## src/rtl/adcrd_pkg.sv

```systemverilog
package adcrd_pkg;

  typedef enum logic [2:0] {
    ST_IDLE,
    ST_SETUP,
    ST_HI,
    ST_LO,
    ST_CONV
  } adcrd_st_e;

  function automatic int max3(input int a, input int b, input int c);
    int m;
    m = (a > b) ? a : b;
    return (m > c) ? m : c;
  endfunction

endpackage

```

## src/rtl/adcrd_timer.sv

```systemverilog
module adcrd_timer #(
  parameter int TW = 12
) (
  input  logic          clk,
  input  logic          rst_n,
  input  logic          load,
  input  logic [TW-1:0] load_val,
  output logic          done
);
  logic [TW-1:0] cnt;

  always_ff @(posedge clk or negedge rst_n) begin
    if (!rst_n)            cnt <= '0;
    else if (load)         cnt <= load_val;
    else if (cnt != '0)    cnt <= cnt - 1'b1;
  end

  assign done = (cnt == '0);

  AST_TMR_HOLD_ZERO: assert property (@(posedge clk) disable iff (!rst_n)
    (!load && done) |=> done);

endmodule

```

## src/rtl/adcrd_shift.sv

```systemverilog
module adcrd_shift #(
  parameter int DW = 8
) (
  input  logic          clk,
  input  logic          rst_n,
  input  logic          en,
  input  logic          bit_in,
  output logic [DW-1:0] data
);
  always_ff @(posedge clk or negedge rst_n) begin
    if (!rst_n)  data <= '0;
    else if (en) data <= {data[DW-2:0], bit_in};
  end

  AST_SHIFT_HOLD: assert property (@(posedge clk) disable iff (!rst_n)
    !en |=> $stable(data));

endmodule

```

## src/rtl/adcrd_top.sv

```systemverilog
module adcrd_top
  import adcrd_pkg::*;
#(
  parameter int DW        = 8,
  parameter int SETUP_CYC = 176,
  parameter int HALF_CYC  = 52,
  parameter int CONV_CYC  = 2200
) (
  input  logic          clk,
  input  logic          rst_n,
  input  logic          start_req,
  input  logic          park_cs_high,
  output logic          busy,
  output logic          adc_cs_n,
  output logic          adc_sclk,
  input  logic          adc_sdo,
  output logic          res_valid,
  input  logic          res_ready,
  output logic [DW-1:0] res_data
);
  localparam int MAXC = max3(SETUP_CYC, HALF_CYC, CONV_CYC);
  localparam int TW   = $clog2(MAXC + 1);
  localparam int BW   = $clog2(DW);
  localparam logic [TW-1:0] LD_SETUP = TW'(SETUP_CYC - 1);
  localparam logic [TW-1:0] LD_HALF  = TW'(HALF_CYC - 1);
  localparam logic [TW-1:0] LD_CONV  = TW'(CONV_CYC - 1);
  localparam logic [BW-1:0] LAST_BIT = BW'(DW - 1);

  adcrd_st_e     st, st_nx;
  logic          pend, park_q;
  logic [BW-1:0] bitcnt;
  logic          launch, tmr_done, tmr_load, shift_en;
  logic [TW-1:0] tmr_val;

  assign launch = (st == ST_IDLE) && (pend || start_req) && !res_valid;

  always_comb begin
    st_nx    = st;
    tmr_load = 1'b0;
    tmr_val  = LD_HALF;
    shift_en = 1'b0;
    unique case (st)
      ST_IDLE: if (launch) begin
        st_nx = ST_SETUP; tmr_load = 1'b1; tmr_val = LD_SETUP;
      end
      ST_SETUP: if (tmr_done) begin
        st_nx = ST_HI; tmr_load = 1'b1;
      end
      ST_HI: if (tmr_done) begin
        shift_en = 1'b1;
        tmr_load = 1'b1;
        if (bitcnt == LAST_BIT) begin
          st_nx = ST_CONV; tmr_val = LD_CONV;
        end else begin
          st_nx = ST_LO;
        end
      end
      ST_LO: if (tmr_done) begin
        st_nx = ST_HI; tmr_load = 1'b1;
      end
      ST_CONV: if (tmr_done) st_nx = ST_IDLE;
      default: st_nx = ST_IDLE;
    endcase
  end

  always_ff @(posedge clk or negedge rst_n) begin
    if (!rst_n) begin
      st        <= ST_IDLE;
      pend      <= 1'b0;
      park_q    <= 1'b0;
      bitcnt    <= '0;
      res_valid <= 1'b0;
    end else begin
      st <= st_nx;
      if (launch) begin
        pend   <= 1'b0;
        park_q <= park_cs_high;
        bitcnt <= '0;
      end else begin
        if (start_req) pend <= 1'b1;
        if (shift_en)  bitcnt <= bitcnt + 1'b1;
      end
      if (st == ST_CONV && tmr_done)  res_valid <= 1'b1;
      else if (res_valid && res_ready) res_valid <= 1'b0;
    end
  end

  adcrd_timer #(.TW(TW)) u_timer (
    .clk      (clk),
    .rst_n    (rst_n),
    .load     (tmr_load),
    .load_val (tmr_val),
    .done     (tmr_done)
  );

  adcrd_shift #(.DW(DW)) u_shift (
    .clk    (clk),
    .rst_n  (rst_n),
    .en     (shift_en),
    .bit_in (adc_sdo),
    .data   (res_data)
  );

  assign adc_cs_n = (st == ST_IDLE) || (st == ST_CONV && park_q);
  assign adc_sclk = (st == ST_HI);
  assign busy     = (st != ST_IDLE) || pend;

  AST_SCLK_NEEDS_CS: assert property (@(posedge clk) disable iff (!rst_n)
    adc_sclk |-> !adc_cs_n);
  AST_SETUP_CLK_LOW: assert property (@(posedge clk) disable iff (!rst_n)
    $fell(adc_cs_n) |-> !adc_sclk);
  AST_NO_RESELECT: assert property (@(posedge clk) disable iff (!rst_n)
    $fell(adc_cs_n) |-> $past(st) == ST_IDLE);
  AST_REQ_KEPT: assert property (@(posedge clk) disable iff (!rst_n)
    (st != ST_IDLE && start_req) |=> pend);
  AST_RESULT_HELD: assert property (@(posedge clk) disable iff (!rst_n)
    (res_valid && !res_ready) |=> (res_valid && $stable(res_data)));
  AST_RESULT_AFTER_WAIT: assert property (@(posedge clk) disable iff (!rst_n)
    $rose(res_valid) |-> $past(st) == ST_CONV);

endmodule

```

## config.mk

```make
export PLATFORM = sky130hd
export DESIGN_NAME = adcrd_top
export DESIGN_NICKNAME = d
export VERILOG_FILES = /design/src/rtl/adcrd_pkg.sv /design/src/rtl/adcrd_timer.sv /design/src/rtl/adcrd_shift.sv /design/src/rtl/adcrd_top.sv
export SDC_FILE = /design/constraint.sdc
export NUM_CORES = 1
export LEC_CHECK = 0
export ABC_AREA = 1
export BUFFER_PORTS_ARGS = -buffer_cell sky130_fd_sc_hd__buf_2
export CORE_ASPECT_RATIO = 1.2
export CORE_MARGIN = 5
export CORE_UTILIZATION = 32
export CTS_CLUSTER_DIAMETER = 150
export CTS_CLUSTER_SIZE = 20
export DETAILED_ROUTE_END_ITERATION = 7
export PLACE_DENSITY = 0.56
export SYNTH_ARGS = -nofsm -noshare
export SYNTH_HDL_FRONTEND = slang
export SYNTH_SLANG_ARGS = --single-unit
```

## constraint.sdc

```tcl
create_clock -name clk -period 1.66 [get_ports clk]
set_input_delay 0 -clock clk [delete_from_list [all_inputs] [get_ports clk]]
set_output_delay 0 -clock clk [all_outputs]
set_load 0.01 [all_outputs]
```

==> impl_metrics.py, run 1 <==
metrics = {
    "finish": {
        "final_util_pct": 38.8,
        "layout-drive-gt1-share_pct": 23.5,
        "area_growth_pct": 18.1,
        "n_antenna_cell": 0,
        "fin_nets": 236,
    },
    "logic_synthesis": {
        "ys_ff_latch": 29,
        "ys_seq_area_share_pct": 44.7,
        "synth_ff_type": "dfrtp_1",
        "synthSimpleGateAreaFrac_pct": 33.9,
        "synth_top_area_share_pct": 44.7,
        "synthTopCellsByCount": "60 x nand2_1, 29 x dfrtp_1, 16 x inv_1",
        "synth_top_family_by_area": "simple AND/OR/NAND/NOR gates",
        "yosysUniqueCellTypes": 27,
        "synthTopCellsByArea": "dfrtp_1 45%, nand2_1 14%, inv_1 3.7%, nor2_1 3.2%, ha_1 3.1%",
        "synth_xor_area_share_pct": 3.78,
        "syn_avg_cell_area_um2": 8.24,
        "synth.area.mux_share_pct": 0.617,
        "syn_area_um2": 1620,
        "synth_compound_area_share_pct": 7.94,
        "async_reset_ff_share_pct": 100,
        "synth_fa_ha_area_share_pct": 3.08,
        "yosys_warnings": 0,
        "synth_top_cell_by_area": "dfrtp_1",
        "syn_inst": 197,
        "synth_edf_count": 0,
        "synth_most_common_cell": "nand2_1",
        "synthesis.nets": 207,
    },
    "floorplanning": {
        "die_y_um": 88.0,
        "coreArea_um2": 4940,
        "die_area_um2": 6600,
        "io_pins": 18,
        "start_util_pct": 32.9,
        "std_cell_rows": 28,
        "die_w_um": 75.0,
    },
    "clock_network": {
        "cts_tree": "done",
        "insertion_delay_ps": 280,
        "post_cts_buffers": 0,
        "clk_pin_slew_ps": 60,
        "cts-root-buf": "clkbuf_8",
        "clock_sinks": 29,
        "cts_buffers": 5,
        "clk_path_buf_depth": 2,
        "h-tree-depth": 2,
    },
    "worst_setup_path": {
        "r2r.worst_path.cells": 8,
        "cpPeakStageDelay_ps": 400,
        "critPathKind": "register to register",
        "crit_chain": "inv_1, ha_1, nand2_2, nor2_2, nand2_4, nor2_4, nand2_1, nand2_1",
        "cp.arrival_ps": 1770,
        "path_common_cell": "nand2_1",
        "cp_max_fo": 11,
        "critPathCaptureType": "register",
        "crit_family": "simple AND/OR/NAND/NOR gates",
        "cp-start-kind": "register",
        "required_ps": 1880,
        "reg2reg_slack_ps": 100,
        "reg2reg_to": "u_shift.data[7]",
        "cp.buffers_inverters": 1,
        "reg2reg_from": "u_timer.cnt[1]",
        "crit_slowest_cell": "dfrtp_1",
    },
    "place": {
        "gp_congestion": 0.806,
        "dp_slack_ps": 112,
        "portBuffers": 17,
        "dpl.hpwl_mm": 2.60,
    },
    "timing": {
        "fin_hold_ws_ps": 301,
        "fmax_ghz": 0.642,
        "rsz0062_at_grt": "no",
        "timing.final.crit_share_pct": 93.8,
        "tightest_slew_ps": 688,
        "finalMaxSlewViolations": 0,
        "finalHoldViolCount": 0,
        "relSlewSlack_pct": 54.1,
        "fin_tns_setup_ps": 0,
        "clock_skew_ps": 5.55,
        "setup_slack_ps": 103,
        "finalSetupViolations": 0,
        "finalCriticalPeriod_ps": 1560,
    },
    "grt": {
        "grt_pass1_wl_mm": 6.00,
        "grt_pass1_vias": 1332,
        "grt_use_met2_pct": 20.2,
        "antenna_found_initial": 0,
        "met3_usage_pct": 2.41,
        "grt_use_total_pct": 11.9,
        "grt_start_max_net_pins": 30,
        "gr-usage-met1_pct": 14.3,
        "grt-busiest-layer": "met2",
        "grt_remaining_overflow": 0,
    },
    "pwr": {
        "p_leak_uw": 0.000994,
        "peakVddDrop_mv": 0.452,
        "powerDensity_nw_per_um2": 686,
        "total_power_uw": 1310,
    },
    "routing": {
        "wire_per_inst_um": 12.2,
        "drc": 0,
        "drt_iter0_drc": 64,
        "dr.pass1.iters": 4,
        "vias_per_cell": 4.65,
        "ant_nets": 0,
        "vias": 1329,
        "drt-total-wl_mm": 3.50,
    },
    "run": {
        "cap_violations": 0,
    },
    "hold_path": {
        "hp-class": "input pin to async pin",
    },
    "outcome": {
        "status": "finished, final reports clean",
    },
}
-- state kept, by name (all words and copies together) (netlist names) --
register / flops
u_shift.data: 8
park_q: 1
bitcnt: 3
u_timer.cnt: 12
st: 3
pend: 1
res_valid: 1
-- cell families after synthesis --
| logic type | count (synthesis) |
|---|---|
| flops | 29 |
| mux | 1 |
| simple gates | 111 |
| buf+inv | 21 |
| xor+xnor | 7 |
| compound gates | 24 |
| fa+ha+maj | 4 |
-- power breakdown --
part | total, uW | switching [uW] | internal (uW)
Sequential | 707 | 0.0000000000000603 | 707
Clock | 578 | 250 | 328
Combinational | 29.2 | 17.4 | 11.9
Total | 1310 | 267 | 1050
-- routing by layer --
| metal | vias up | share of wire [%] |
|---|---|---|
| met2 | 13 | 50 |
| met4 | 0 | 2.1 |
| met1 | 630 | 46 |
| met5 | - | 0 |
| li1 | 680 | - |
| met3 | 6 | 1.9 |
-- worst reg2reg max path: stages (launching register included) --
cell     delay, ps
dfrtp_1        400
inv_1           80
ha_1           210
nand2_2         70
nor2_2         200
nand2_4        150
nor2_4         240
nand2_1         70
nand2_1         60
-- cells in the final DEF (no fill, tap or decap) --
cell,instances
a21boi_2,1
a21oi_1,7
buf_2,17
buf_4,2
clkbuf_1,1
clkbuf_8,6
dfrtp_1,29
dlygate4sd3_1,5
ha_1,4
inv_1,16
inv_2,2
inv_4,1
mux2i_1,1
nand2_1,60
nand2_2,5
nand2_4,2
nand3_1,10
nand3_2,1
nand3_4,1
nor2_1,14
nor2_2,8
nor2_4,4
nor3_1,2
nor3b_1,1
nor4_4,1
o21ai_0,5
o21ai_1,9
o22ai_1,2
or2_2,2
xnor2_1,2
xor2_1,5
-- timing repair --
action                     4_1_cts  5_1_grt
hold endpoints to repair        33        0
hold buffers                     5        0
gates resized for setup          0        1
setup endpoints to repair        0        1
-- worst max-delay path by stage --
stage	start	endpoint	slack, ps	cells after the start
2_1_floorplan	u_timer.cnt[0]	u_shift.data[3]	250	8
3_3_place_gp	u_timer.cnt[1]	u_shift.data[5]	100	8
3_5_place_dp	u_timer.cnt[1]	u_shift.data[1]	110	8
4_1_cts	u_timer.cnt[1]	u_shift.data[5]	90	8
5_1_grt	u_timer.cnt[1]	u_shift.data[6]	8	8
6_report	u_timer.cnt[1]	u_shift.data[7]	100	8
-- final cells by class --
type | count | area, um^2
Tap cell | 60 | 75.1
Fill cell | 523 | 3020
Multi-Input combinational cell | 147 | 806
Sequential cell | 29 | 726
Timing Repair Buffer | 24 | 150
Clock buffer | 7 | 86.3
Inverter | 19 | 73.8
-- through the flow --
step / cells / area, um^2
2_1_floorplan: 197 / 1620
3_3_place_gp: 274 / 1780
3_5_place_dp: 274 / 1780
4_1_cts: 286 / 1910
5_1_grt: 286 / 1920
6_report: 286 / 1920
Power figures use the tool's default switching activity.
==> run 2, diff against run 1 <==
--- a/config.mk
+++ b/config.mk
@@ -7,13 +7,15 @@
 export LEC_CHECK = 0
 export ABC_AREA = 1
 export BUFFER_PORTS_ARGS = -buffer_cell sky130_fd_sc_hd__buf_2
+export CELL_PAD_IN_SITES_DETAIL_PLACEMENT = 0
+export CELL_PAD_IN_SITES_GLOBAL_PLACEMENT = 1
 export CORE_ASPECT_RATIO = 1.2
 export CORE_MARGIN = 5
-export CORE_UTILIZATION = 32
+export CORE_UTILIZATION = 43
 export CTS_CLUSTER_DIAMETER = 150
 export CTS_CLUSTER_SIZE = 20
 export DETAILED_ROUTE_END_ITERATION = 7
-export PLACE_DENSITY = 0.56
+export PLACE_DENSITY = 0.85
 export SYNTH_ARGS = -nofsm -noshare
 export SYNTH_HDL_FRONTEND = slang
 export SYNTH_SLANG_ARGS = --single-unit
==> run 2 against run 1 <==
  * Via count decreased by 0.38%
  * Flip-flop and latch count did not move
  * Fmax grew 1.4%
  * Clock skew hardly changed
  * Clock-buffer cell count unchanged
  * Critical endpoint is now u_shift.data[3]
  * Largest cell class unchanged
==> impl_metrics.py, run 2 (synthesized netlist as in run 1, its figures left out) <==
metrics = {
    "timing": {
        "tightest_slew_ps": 646,
        "finalMaxSlewViolations": 0,
        "finalCriticalPeriod_ps": 1540,
        "clock_skew_ps": 5.96,
        "setup_slack_ps": 125,
        "finalHoldViolCount": 0,
        "rsz0062_at_grt": "yes",
        "timing.final.crit_share_pct": 92.5,
        "fmax_ghz": 0.651,
        "fin_tns_setup_ps": 0,
        "finalSetupViolations": 0,
        "relSlewSlack_pct": 56.9,
    },
    "finish": {
        "area_growth_pct": 17.5,
        "final_area_um2": 1910,
        "regMostFlops": "u_timer.cnt",
        "final_cell_mix": "60 x nand2_1, 29 x dfrtp_1, 17 x buf_2, 16 x inv_1, 14 x nor2_1",
        "fin_nets": 236,
        "reg_top3": "u_timer.cnt: 12 flops, u_shift.data: 8 flops",
        "largest_register_ffs": 12,
        "layout-drive-gt1-share_pct": 23.5,
        "n_antenna_cell": 0,
        "layout_commonest_cell": "nand2_1",
    },
    "routing": {
        "met2_length_mm": 1.73,
        "dr.pass1.iters": 4,
        "met3_length_um": 106,
        "top_layer_used": "met4",
        "wire_per_inst_um": 12.2,
        "drt_iter0_drc": 56,
        "vias_per_cell": 4.76,
        "ant_nets": 0,
        "vias": 1324,
        "drt-total-wl_mm": 3.40,
        "drc": 0,
        "drt-met1-wl_mm": 1.50,
    },
    "clock_network": {
        "insertion_delay_ps": 280,
        "clk_pin_slew_ps": 60,
        "h-tree-depth": 2,
        "clk_path_buf_depth": 2,
        "cts-root-buf": "clkbuf_8",
        "cts_buffers": 5,
        "cts_tree": "done",
        "clock_sinks": 29,
    },
    "floorplanning": {
        "coreArea_um2": 3630,
        "start_util_pct": 44.7,
        "die_y_um": 77.3,
        "io_pins": 18,
        "die_w_um": 66.1,
        "die_area_um2": 5110,
        "std_cell_rows": 24,
    },
    "place": {
        "dpl.hpwl_mm": 2.54,
        "portBuffers": 17,
        "gp_congestion": 0.792,
        "dp_slack_ps": 133,
        "dpl-instance-area_um2": 1770,
    },
    "grt": {
        "grt_pass1_wl_mm": 6.11,
        "grt_start_max_net_pins": 30,
        "grt_remaining_overflow": 0,
        "grt_pass1_vias": 1303,
        "grt_use_total_pct": 15.5,
        "antenna_found_initial": 0,
    },
    "pwr": {
        "total_power_uw": 1320,
        "swShare_pct": 20.4,
        "pwr-share-clk_pct": 44.1,
        "p_leak_uw": 0.000994,
        "peakVddDrop_mv": 0.456,
        "pwr-share-seq_pct": 53.7,
        "p_sw_uw": 269,
        "powerDensity_nw_per_um2": 690,
        "p_int_uw": 1050,
        "combinationalPowerShare_pct": 2.2,
    },
    "worst_setup_path": {
        "required_ps": 1870,
        "cp_max_fo": 11,
        "critPathCaptureType": "register",
        "reg2reg_slack_ps": 120,
        "reg2reg_from": "u_timer.cnt[1]",
        "r2r.worst_path.cells": 8,
        "critPathKind": "register to register",
        "reg2reg_to": "u_shift.data[3]",
        "cp.arrival_ps": 1750,
        "cp-start-kind": "register",
    },
    "run": {
        "cap_violations": 0,
    },
    "hold_path": {
        "hp-class": "input pin to async pin",
    },
    "outcome": {
        "status": "finished, final reports clean",
    },
}
run 2: cell counts in the layout (fill, tap and decap cells not counted):
No cell type changed its count.
run 2: stage by stage:
step           util, %  cells  hold WS, ps
3_5_place_dp      48.6    266         72.4
2_1_floorplan        -    197         -296
5_1_grt           52.5    278          360
6_report          52.5    278          295
3_3_place_gp      48.6    266         68.2
4_1_cts           52.3    278          306
run 2: area by class of cell:
type                    count  area [um^2]
clock buffers               7         86.3
fillers                   361         1730
inverters                  19         73.8
multi-input cells         147          806
flip-flops and latches     29          726
well taps                  52         65.1
repair buffers             24          150
run 2: critical path, cell delays in order (launching register included):
cell and delay, ps:
dfrtp_1 390, inv_1 90, ha_1 210, nand2_2 70, nor2_2 160, nand2_2 190
nor2_4 230, nand2_1 70, nand2_1 70
run 2: power by group through the flow:
stage / Clock, uW / Combinational, uW / Sequential [uW]
final: 580 / 28.4 / 707
after global routing: 633 / 33.4 / 706
after CTS: 601 / 29.7 / 707
after detailed placement: 0 / 20.9 / 720
after global placement: 0 / 20.7 / 720
after floorplan: 0 / 0.675 / 720
run 2: routing by layer:
metal	GRT usage, %	vias up
met5	0	-
met1	19.4	610
met4	5.49	0
met2	25.5	19
met3	3.80	6
li1	-	689
run 2: worst max path at each step:
stage | startpoint | end | slack [ps]
final | u_timer.cnt[1] | u_shift.data[3] | 120
after global routing | u_timer.cnt[1] | u_shift.data[6] | -7
after CTS | u_timer.cnt[1] | u_shift.data[3] | 110
after detailed placement | u_timer.cnt[1] | u_shift.data[3] | 130
after global placement | u_timer.cnt[5] | u_shift.data[5] | 160
after floorplan | u_timer.cnt[0] | u_shift.data[3] | 250
run 2: what timing repair did:
action,4_1_cts,5_1_grt
setup buffers,0,0
setup endpoints to repair,0,3
hold buffers,5,0
hold endpoints to repair,33,0
resized for setup,0,1
